`config.mk`:
```
export PLATFORM = sky130hd
export DESIGN_NAME = inorder_retire_list
export DESIGN_NICKNAME = d
export VERILOG_FILES = /design/src/rtl/grl_pkg.sv /design/src/rtl/grl_payload.sv /design/src/rtl/grl_flags.sv /design/src/rtl/grl_scan.sv /design/src/rtl/inorder_retire_list.sv
export SDC_FILE = /design/constraint.sdc
export NUM_CORES = 1
export LEC_CHECK = 0
export BUFFER_PORTS_ARGS = -buffer_cell sky130_fd_sc_hd__buf_2
export CAP_MARGIN = 0
export CELL_PAD_IN_SITES_DETAIL_PLACEMENT = 1
export CELL_PAD_IN_SITES_GLOBAL_PLACEMENT = 2
export CORE_MARGIN = 2
export CORE_UTILIZATION = 29
export CTS_CLUSTER_DIAMETER = 120
export DETAILED_ROUTE_END_ITERATION = 16
export GPL_TIMING_DRIVEN = 0
export PLACE_DENSITY = 0.63
export SYNTH_ARGS = -nofsm -noshare
export SYNTH_HDL_FRONTEND = slang
export SYNTH_SLANG_ARGS = --single-unit
```
`constraint.sdc`:
```
create_clock -name clk -period 5.27 [get_ports clk]
set_input_delay 1.054 -clock clk [delete_from_list [all_inputs] [get_ports clk]]
set_output_delay 1.054 -clock clk [all_outputs]
set_load 0.02 [all_outputs]
```
`src/rtl/grl_pkg.sv`:
```
package grl_pkg;
  // What the list does at the next edge; exactly one applies.
  typedef enum logic [1:0] {
    ACT_RUN   = 2'd0,  // normal: decode, complete, graduate
    ACT_TRUNC = 2'd1,  // misprediction: cut tail back to the branch
    ACT_FLUSH = 2'd2   // exception at head: discard everything
  } grl_act_e;
endpackage

```
`src/rtl/grl_payload.sv`:
```
// Per-slot payload written once at decode and read by the graduation slots.
module grl_payload #(
  parameter int DEPTH = 16,
  parameter int DW    = 8,
  parameter int RD    = 2,
  localparam int IDX_W = $clog2(DEPTH)
) (
  input  logic                clk,
  input  logic                wr_en,
  input  logic [IDX_W-1:0]    wr_idx,
  input  logic [DW-1:0]       wr_data,
  input  logic [RD*IDX_W-1:0] rd_idx,
  output logic [RD*DW-1:0]    rd_data
);
  logic [DW-1:0] mem [DEPTH];

  always_ff @(posedge clk) begin
    if (wr_en) mem[wr_idx] <= wr_data;
  end

  for (genvar g = 0; g < RD; g++) begin : g_rd
    assign rd_data[g*DW +: DW] = mem[rd_idx[g*IDX_W +: IDX_W]];
  end
endmodule

```
`src/rtl/grl_flags.sv`:
```
// Completion and exception flags, one pair per slot.
module grl_flags #(
  parameter int DEPTH = 16,
  localparam int IDX_W = $clog2(DEPTH)
) (
  input  logic             clk,
  input  logic             rst,
  input  logic             alloc_en,
  input  logic [IDX_W-1:0] alloc_idx,
  input  logic             mark_en,
  input  logic [IDX_W-1:0] mark_idx,
  input  logic             mark_exc,
  output logic [DEPTH-1:0] done_o,
  output logic [DEPTH-1:0] exc_o
);
  always_ff @(posedge clk) begin
    if (rst) begin
      done_o <= '0;
      exc_o  <= '0;
    end else begin
      if (alloc_en) begin
        done_o[alloc_idx] <= 1'b0;
        exc_o[alloc_idx]  <= 1'b0;
      end
      if (mark_en) begin
        done_o[mark_idx] <= 1'b1;
        exc_o[mark_idx]  <= mark_exc;
      end
    end
  end
endmodule

```
`src/rtl/grl_scan.sv`:
```
// Looks at the RET_W oldest slots and picks the in-order run that may graduate.
module grl_scan #(
  parameter int DEPTH = 16,
  parameter int RET_W = 2,
  localparam int IDX_W = $clog2(DEPTH),
  localparam int PW    = IDX_W + 1
) (
  input  logic [IDX_W-1:0]       head_idx,
  input  logic [PW-1:0]          occ,
  input  logic [DEPTH-1:0]       done,
  input  logic [DEPTH-1:0]       exc,
  output logic [RET_W-1:0]       grant,
  output logic [PW-1:0]          n_ret,
  output logic [RET_W*IDX_W-1:0] slot_idx,
  output logic                   head_exc
);
  always_comb begin
    logic run;
    run      = 1'b1;
    grant    = '0;
    n_ret    = '0;
    slot_idx = '0;
    for (int k = 0; k < RET_W; k++) begin
      logic [IDX_W-1:0] ix;
      ix = head_idx + IDX_W'(k);
      slot_idx[k*IDX_W +: IDX_W] = ix;
      if (run && (PW'(k) < occ) && done[ix] && !exc[ix]) begin
        grant[k] = 1'b1;
        n_ret    = n_ret + PW'(1);
      end else begin
        run = 1'b0;
      end
    end
    head_exc = (occ != '0) && done[head_idx] && exc[head_idx];
  end
endmodule

```
`src/rtl/inorder_retire_list.sv`:
```
module inorder_retire_list
  import grl_pkg::*;
#(
  parameter int DEPTH  = 16,
  parameter int PTAG_W = 7,
  parameter int BTAG_W = 3,
  parameter int RET_W  = 2,
  localparam int IDX_W = $clog2(DEPTH)
) (
  input  logic                    clk,
  input  logic                    rst,
  input  logic                    dec_valid,
  input  logic [PTAG_W-1:0]       dec_old_ptag,
  input  logic                    dec_has_dst,
  input  logic [BTAG_W-1:0]       dec_btag,
  output logic                    dec_ready,
  output logic [IDX_W-1:0]        dec_idx,
  input  logic                    cmp_valid,
  input  logic [IDX_W-1:0]        cmp_idx,
  input  logic                    cmp_exc,
  input  logic                    mis_valid,
  input  logic [IDX_W-1:0]        mis_idx,
  output logic [RET_W-1:0]        ret_valid,
  output logic [RET_W-1:0]        ret_free,
  output logic [RET_W*PTAG_W-1:0] ret_ptag,
  output logic [RET_W*BTAG_W-1:0] ret_btag,
  output logic                    exc_valid,
  output logic [IDX_W-1:0]        exc_idx
);
  localparam int PW = IDX_W + 1;          // pointer with wrap bit
  localparam int DW = 1 + BTAG_W + PTAG_W; // {has_dst, btag, ptag}

  logic [PW-1:0] head_q, tail_q, head_n, tail_n, occ;
  logic [IDX_W-1:0] head_idx, br_off;
  logic full, dec_fire, mark_en;
  grl_act_e act;

  logic [DEPTH-1:0] done_v, exc_v;
  logic [RET_W-1:0] grant;
  logic [PW-1:0] n_ret;
  logic [RET_W*IDX_W-1:0] slot_idx;
  logic head_exc;
  logic [RET_W*DW-1:0] slot_data;

  assign head_idx  = head_q[IDX_W-1:0];
  assign occ       = tail_q - head_q;
  assign full      = (occ == PW'(DEPTH));
  assign dec_ready = !full;
  assign dec_idx   = tail_q[IDX_W-1:0];

  always_comb begin
    if (head_exc)       act = ACT_FLUSH;
    else if (mis_valid) act = ACT_TRUNC;
    else                act = ACT_RUN;
  end

  assign dec_fire = dec_valid && !full && (act == ACT_RUN);
  assign mark_en  = cmp_valid && (act != ACT_FLUSH);
  assign br_off   = mis_idx - head_idx;

  always_comb begin
    head_n = head_q;
    tail_n = tail_q;
    unique case (act)
      ACT_FLUSH: tail_n = head_q;
      ACT_TRUNC: tail_n = head_q + PW'(br_off) + PW'(1);
      default: begin
        head_n = head_q + n_ret;
        tail_n = tail_q + PW'(dec_fire);
      end
    endcase
  end

  always_ff @(posedge clk) begin
    if (rst) begin
      head_q <= '0;
      tail_q <= '0;
    end else begin
      head_q <= head_n;
      tail_q <= tail_n;
    end
  end

  grl_payload #(.DEPTH(DEPTH), .DW(DW), .RD(RET_W)) u_payload (
    .clk     (clk),
    .wr_en   (dec_fire),
    .wr_idx  (dec_idx),
    .wr_data ({dec_has_dst, dec_btag, dec_old_ptag}),
    .rd_idx  (slot_idx),
    .rd_data (slot_data)
  );

  grl_flags #(.DEPTH(DEPTH)) u_flags (
    .clk       (clk),
    .rst       (rst),
    .alloc_en  (dec_fire),
    .alloc_idx (dec_idx),
    .mark_en   (mark_en),
    .mark_idx  (cmp_idx),
    .mark_exc  (cmp_exc),
    .done_o    (done_v),
    .exc_o     (exc_v)
  );

  grl_scan #(.DEPTH(DEPTH), .RET_W(RET_W)) u_scan (
    .head_idx (head_idx),
    .occ      (occ),
    .done     (done_v),
    .exc      (exc_v),
    .grant    (grant),
    .n_ret    (n_ret),
    .slot_idx (slot_idx),
    .head_exc (head_exc)
  );

  // Registered graduation and exception outputs.
  for (genvar g = 0; g < RET_W; g++) begin : g_out
    always_ff @(posedge clk) begin
      if (rst) begin
        ret_valid[g] <= 1'b0;
        ret_free[g]  <= 1'b0;
        ret_ptag[g*PTAG_W +: PTAG_W] <= '0;
        ret_btag[g*BTAG_W +: BTAG_W] <= '0;
      end else begin
        ret_valid[g] <= grant[g] && (act == ACT_RUN);
        ret_free[g]  <= grant[g] && (act == ACT_RUN) && slot_data[g*DW + DW - 1];
        ret_ptag[g*PTAG_W +: PTAG_W] <= slot_data[g*DW +: PTAG_W];
        ret_btag[g*BTAG_W +: BTAG_W] <= slot_data[g*DW + PTAG_W +: BTAG_W];
      end
    end
  end

  always_ff @(posedge clk) begin
    if (rst) begin
      exc_valid <= 1'b0;
      exc_idx   <= '0;
    end else begin
      exc_valid <= (act == ACT_FLUSH);
      if (act == ACT_FLUSH) exc_idx <= head_idx;
    end
  end
endmodule

```
# --- Yosys cells after proc, flatten, opt, wreduce, memory -nomap -nowiden ---
# Memory sizes are Yosys's and may differ from the RTL's. A register that Yosys moved wholly into a read port is not among the register bits.
# Index checks and enable logic that the tools add are counted.
totals:
  register_bits: 71
  mem_count: 1
  ram_bits: 176
  word_cells: 91
  in_bits: 25
classes:
  n_bitwise: 4
  n_lt_le_gt_ge: 8
  eq_ne: 4
  n_reduce_logical: 22
  n_mux: 30
  add_sub_neg: 8
memory_table:
  columns: ["memory", "depth", "width", "rd", "rd_clocked_by_memory_dff", "wr", "line", "source"]
  rows:
  - ["u_payload.mem", 16, 11, 2, 1, 1, "grl_payload.sv:15", "logic [DW-1:0] mem [DEPTH];"]
op_table:
  columns: ["operator", "count"]
  rows:
  - ["$mux 16", 6]
  - ["$and 16x16->16", 2]
  - ["$lt 4x5->1 const B", 4]
  - ["$bmux 1 s4", 4]
  - ["$bwmux 16", 1]
  - ["$logic_and 1x1->1", 16]
  - ["$not 16->16", 1]
  - ["$or 16x16->16", 1]
  - ["$mux 1", 12]
  - ["$lt 1x5->1 const A", 2]
  - ["$pmux 5 s2", 1]
  - ["$demux 1 s4", 2]
  - ["$ge 4x1->1 const B", 2]
  - ["$mux 4", 2]
  - ["$add 5x1->5", 1]
  - ["$add 5x1->5 const B", 1]
  - ["$add 5x4->5", 1]
  - ["$add 5x5->5", 1]
  - ["$eq 5x5->1 const B", 1]
  - ["$mux 5", 1]
  - ["$reduce_bool 5->1", 1]
  - ["$sub 5x5->5", 1]
  - ["$add 4x1->4 const B", 1]
  - ["$sub 4x4->4", 1]
  - ["other kinds (8)", 10]

# --- Logic depth before layout (Yosys ltp) ---
logic_depth:
  ltp_word: 12
  ltp_mapped: 19
  mapped_depth_nobuf: 15

# --- Modules after synthesis ---
# Synthesis repeated with hierarchy kept, for this count alone.
unflattened:
  hier_cells: 819
  hier_area_um2: 12109.1
by_module_without_submodules:
  columns: ["mod", "area_per_inst_um2", "cells_each", "instances"]
  rows:
  - ["grl_payload", 8149.1, 389, 1]
  - ["inorder_retire_list", 1908.1, 201, 1]
  - ["grl_flags", 1401.3, 165, 1]
  - ["grl_scan", 650.6, 64, 1]

# --- Least setup slack after synthesis ---
# No wires, ideal clock.
synth_path:
  path_kind: "register to register"
  from: "reg head_q[1]"
  to: "mem u_payload.mem[9][0] (netlist name) (enable)"
  n_path_buf: 4
  arrival_ns: 3.554
  stages_incl_launch_ff: 12
  path_slack_ns: 1.323
  synth_period_minus_slack_ns: 3.947
  setup_time_ns: 0.393
  t_required_ns: 4.877
  cell_sequence: "dfxtp_1 -> buf_2 -> inv_1 -> ha_1 -> and3b_1 -> or3_1 -> a21bo_2 -> o311a_1 -> buf_2 -> buf_4 -> clkbuf_1 -> nor3_1"
synth_between:
  elab_chain_cells: 9
  elab_cells_between_ends: 16
  classes_between: "add/sub (1); eq/ne (1); mux (7); reduce/logical (7)"
synth_lines:
  columns: ["element", "line", "source"]
  rows:
  - ["from (decl)", "inorder_retire_list.sv:33", "logic [PW-1:0] head_q, tail_q, head_n, tail_n, occ;"]
  - ["from (signal assigned)", "inorder_retire_list.sv:79", "head_q <= head_n;"]
  - ["$sub 5x5->5 / $bmux 1 s4 (equally long branches)", "inorder_retire_list.sv:46, grl_scan.sv:34", null]
  - ["$reduce_bool 5->1 / $mux 1 (equally long branches)", "grl_scan.sv:34", "head_exc = (occ != '0) && done[head_idx] && exc[head_idx];"]
  - ["$logic_and 1x1->1 (2 in a row)", "grl_scan.sv:34", null]
  - ["$mux 2", "inorder_retire_list.sv:52", "if (head_exc) act = ACT_FLUSH;"]
  - ["$logic_not 2->1", "inorder_retire_list.sv:57", "assign dec_fire = dec_valid && !full && (act == ACT_RUN);"]
  - ["$logic_and 1x1->1 *", "inorder_retire_list.sv:57", null]
  - ["$mux 1 *", "grl_payload.sv:18", "if (wr_en) mem[wr_idx] <= wr_data;"]
  - ["$mux 1 (not written as such) *", "grl_payload.sv:18", null]
  - ["to (decl)", "grl_payload.sv:15", null]
# Every way passes the cells marked *; elsewhere a longest branch is shown, timed or not. The select of a mux whose other input is x is not followed.

# --- Final worst setup path ---
layout_path:
  from: "reg head_q[1]"
  to: "reg head_q[1]"
layout_between:
  elab_chain_cells: 10
  elab_cells_between_ends: 31
  classes_between: "add/sub (4); order compare (2); eq/ne (2); mux (12); reduce/logical (11)"
layout_lines:
  columns: ["element", "line", "source"]
  rows:
  - ["$sub 5x5->5 / $bmux 1 s4 (equally long branches)", "inorder_retire_list.sv:46, grl_scan.sv:27, grl_scan.sv:34", null]
  - ["$lt 1x5->1 / $mux 1 (equally long branches)", "grl_scan.sv:27, grl_scan.sv:34", null]
  - ["$logic_and 1x1->1 / $logic_not 1->1 (equally long branches)", "grl_scan.sv:27", "if (run && (PW'(k) < occ) && done[ix] && !exc[ix]) begin"]
  - ["$logic_and 1x1->1", "grl_scan.sv:27", null]
  - ["$mux 1", "grl_scan.sv:27", null]
  - ["$logic_and 1x1->1 (3 in a row)", "grl_scan.sv:27", null]
  - ["$mux 5", "grl_scan.sv:27", null]
  - ["$add 5x5->5", "inorder_retire_list.sv:68", "head_n = head_q + n_ret;"]
# Parallel ways exist; a longest one is shown, timed or not. The select of a mux whose other input is x is not followed.
# A chain may end at the register's enable or synchronous reset.

==> summary.md <==
| Metric | Value |
|---|---|
| Final hold vios | `0` |
| RSZ-0062 raised after global routing | `no` |
| Fin worst setup slack | `0.451 ns` |
| Fin crit period | `4.82 ns` |
| Num rows | `74` |
| Depth of the CTS H-tree | `1` |
| Starting Density | `29.5%` |
| Fmax | `208 MHz` |
| Grt ovf | `0` |
| Clk_skew | `0.0305 ns` |
| Gates resized, CTS repair | `0` |
| Clock slew seen by the registers of the worst setup and hold paths | `0.06 ns` |
| WHS | `0.456 ns` |
| Num CTS Buffers | `28` |
| Multi-input logic area | `4970 sq um` |
| Yosys top cell by area | `edfxtp_1` |
| Top Ports | `59` |
| Pwr dens | `308 nW/um^2` |
| Clock tree sinks | `251` |
| Primary FF master, synth | `edfxtp_1` |
| Tot Pwr | `4.40 mW` |
| Residual DRC count | `0` |
| Hold Path Class | `reg -> reg` |
| DR WL met3 | `1900 um` |
| Root Driver | `clkbuf_16` |
| Initial antenna violation count | `0` |
| Core area | `40,900 sq um` |
| Distinct cells, synth | `54` |
| WP data arrival | `5.24 ns` |
| M1 WL | `17,900 um` |
| Area growth syn-to-layout | `18.4%` |
| Slew headroom | `14.2%` |
| Final setup vio count | `0` |
| Layout cells sized above 1 | `30.2%` |
| Top sig layer | `met4` |
| Max-slew violations | `0` |
| Most area-consuming cells after synthesis | `edfxtp_1 (44%), mux4_2 (22%), dfxtp_1 (12%)` |
| DP Area | `13,400 sq um` |
| Pleak | `4.63 nW` |
| CP endpoint kind | `flop` |
| Total track usage | `18.5%` |
| Post-route design area | `14,300 sq um` |
| Post-synthesis sequential area ratio | `56.2%` |
| DP Wirelength | `28,100 um` |
| Tcrit/Tclk final | `91.4%` |
| Hold-fix buffers, CTS | `0` |
| Die height | `208 um` |
| Pre-CTS WS | `0.154 ns` |
| Synth warnings | `0` |
| Gpl congestion | `0.778` |
| Syn Inst Count | `809` |
| Actual slew at the worst max-slew pin | `1.29 ns` |
| Clk_lat worst skew | `0.57 ns` |
| Number of max-cap violations | `0` |
| Initial drt markers | `637` |
| # Post-CTS Setup Buffers | `0` |
| Fin nets | `965` |
| FF+latch count, synth | `251` |
| CTS max path bufs | `3` |
| Asr flop ratio synth | `0%` |
| Outcome | `complete, no violations` |
| Diode count | `0` |
| DR pass1 iterations | `4` |
| Number of port buffers | `57` |
| Largest net degree at the start of global routing | `17` |
| Worst setup SP type | `flop` |
| Post-synth EDFFs | `176` |
| Vias | `7,810` |
| CTS tree | `yes` |
| Layout filler cell count | `4,298` |
| Drt wl/cell | `27.0 um` |
| Total routed wirelength | `39,800 um` |
| Worst EP required | `5.69 ns` |
| Register area | `6790 sq um` |
| CP Max Fanout | `10` |
| First-pass GRT wire length | `59,000 um` |
| Class of the most critical setup path | `reg -> reg` |
| Avg Cell Area, Syn | `14.9 sq um` |
| Via-to-Cell Ratio | `5.31` |
| Number of global-route vias before repair | `8,418` |
| Final antenna-violating net count | `0` |
| Area share of the largest cell type after synthesis | `43.8%` |
| DIE WIDTH | `208 um` |
| Synthesized area | `12,100 sq um` |
| Routed wl met2 | `19,300 um` |
| Syn Nets | `855` |
| VDD IR max | `0.000151 V` |
| Die area | `43,300 sq um` |
[cell usage in the layout, fill, tap and decap left out, types with 6 or more instances in the layout]
cell type  instances
o21ai_0            9
clkbuf_1          40
clkbuf_16         28
o41ai_1           16
clkinv_2           6
nor2b_1           25
buf_4              6
ha_1              17
mux4_2           118
nor3_2            16
xor2_1             7
o31ai_1           17
nand2_1           46
buf_1              8
buf_6             21
buf_2             70
inv_1             34
and2_1            14
dfxtp_1           75
nand3_1           26
edfxtp_1         176
a21oi_1           37
nand2b_1          10
nor2_1            18
nor3_1            14
[worst max-delay path: stages (launching register included)]
cell and delay (ns):
dfxtp_1 0.62, ha_1 0.25, buf_1 0.71, clkbuf_1 0.77, mux4_2 0.44, o2111ai_1 0.44, inv_1 0.09, ha_1 0.29
ha_1 0.21, fa_1 0.50, nand3_1 0.07, a21oi_1 0.29
[synth_stat cells (6+ instances only)]
| library cell | number |
|---|---|
| buf_2 | 13 |
| dfxtp_1 | 75 |
| mux4_2 | 118 |
| buf_4 | 6 |
| ha_1 | 17 |
| edfxtp_1 | 176 |
| inv_1 | 34 |
| nor3_1 | 30 |
| a21oi_1 | 37 |
| o21ai_0 | 9 |
| nand2b_1 | 10 |
| o41ai_1 | 16 |
| and2_1 | 14 |
| nand3_1 | 26 |
| o31ai_1 | 17 |
| nor2_1 | 18 |
| nand2_1 | 46 |
| buf_1 | 9 |
| xor2_1 | 7 |
| clkbuf_1 | 35 |
| nor2b_1 | 25 |
[path summary, 6_finish.rpt]
| check | from | end | slack, ns | depth (start not counted) |
|---|---|---|---|---|
| setup / recovery | head_q[1] | head_q[1] | 0.45 | 11 |
| hold / removal | exc_idx[2] | exc_idx[2] | 0.46 | 2 |
| setup reg to reg | head_q[1] | head_q[1] | 0.45 | 11 |
| hold reg to reg | exc_idx[2] | exc_idx[2] | 0.46 | 2 |
[cell type report]
type | instances | area share (%)
sequential | 251 | 47.5
timing repair buffer | 81 | 3.97
inverter | 35 | 0.919
tap | 532 | 4.66
clock inverter | 15 | 1.06
buffer | 62 | 1.91
multi-input combinational | 460 | 34.8
clock buffer | 36 | 5.25
[cell families (layout without fill, tap and decap cells)]
group / after synthesis / after routing / share of synthesized area (%)
simple gates: 193 / 193 / 8.23
fa+ha+maj: 21 / 21 / 2.42
xor+xnor: 12 / 12 / 0.870
compound gates: 109 / 109 / 6.30
mux: 125 / 125 / 22.6
buf+inv: 98 / 229 / 3.37
flops: 251 / 251 / 56.2
[sequential cells by signal (all words and copies together), names as in the netlist, named ones only]
name,count
ret_ptag,14
ret_btag,6
head_q,5
ret_valid,2
ret_free,2
u_flags.done_o,16
exc_idx,4
tail_q,5
u_flags.exc_o,16
u_payload.mem,176
exc_valid,1
[stage by stage]
| stage | cells | util [%] | setup TNS [ns] |
|---|---|---|---|
| finish | 1472 | 34.9 | 0 |
| detailed placement | 1422 | 32.7 | 0 |
| global route | 1472 | 34.9 | 0 |
| global placement | 1398 | 31.8 | -132.53 |
| CTS | 1473 | 34.9 | 0 |
| floorplan | 809 | - | 0 |
[power breakdown]
part | switching (mW) | total (mW) | internal [mW]
registers | 0.0177 | 2.16 | 2.14
clock network | 0.821 | 1.93 | 1.11
logic | 0.198 | 0.318 | 0.120
[routing by layer]
layer	GRT usage, %	vias up
li1	-	3425
met1	25.8	4133
met2	30.8	211
met3	2.49	41
met4	4.18	0
met5	0	-
Power figures use the tool's default switching activity.
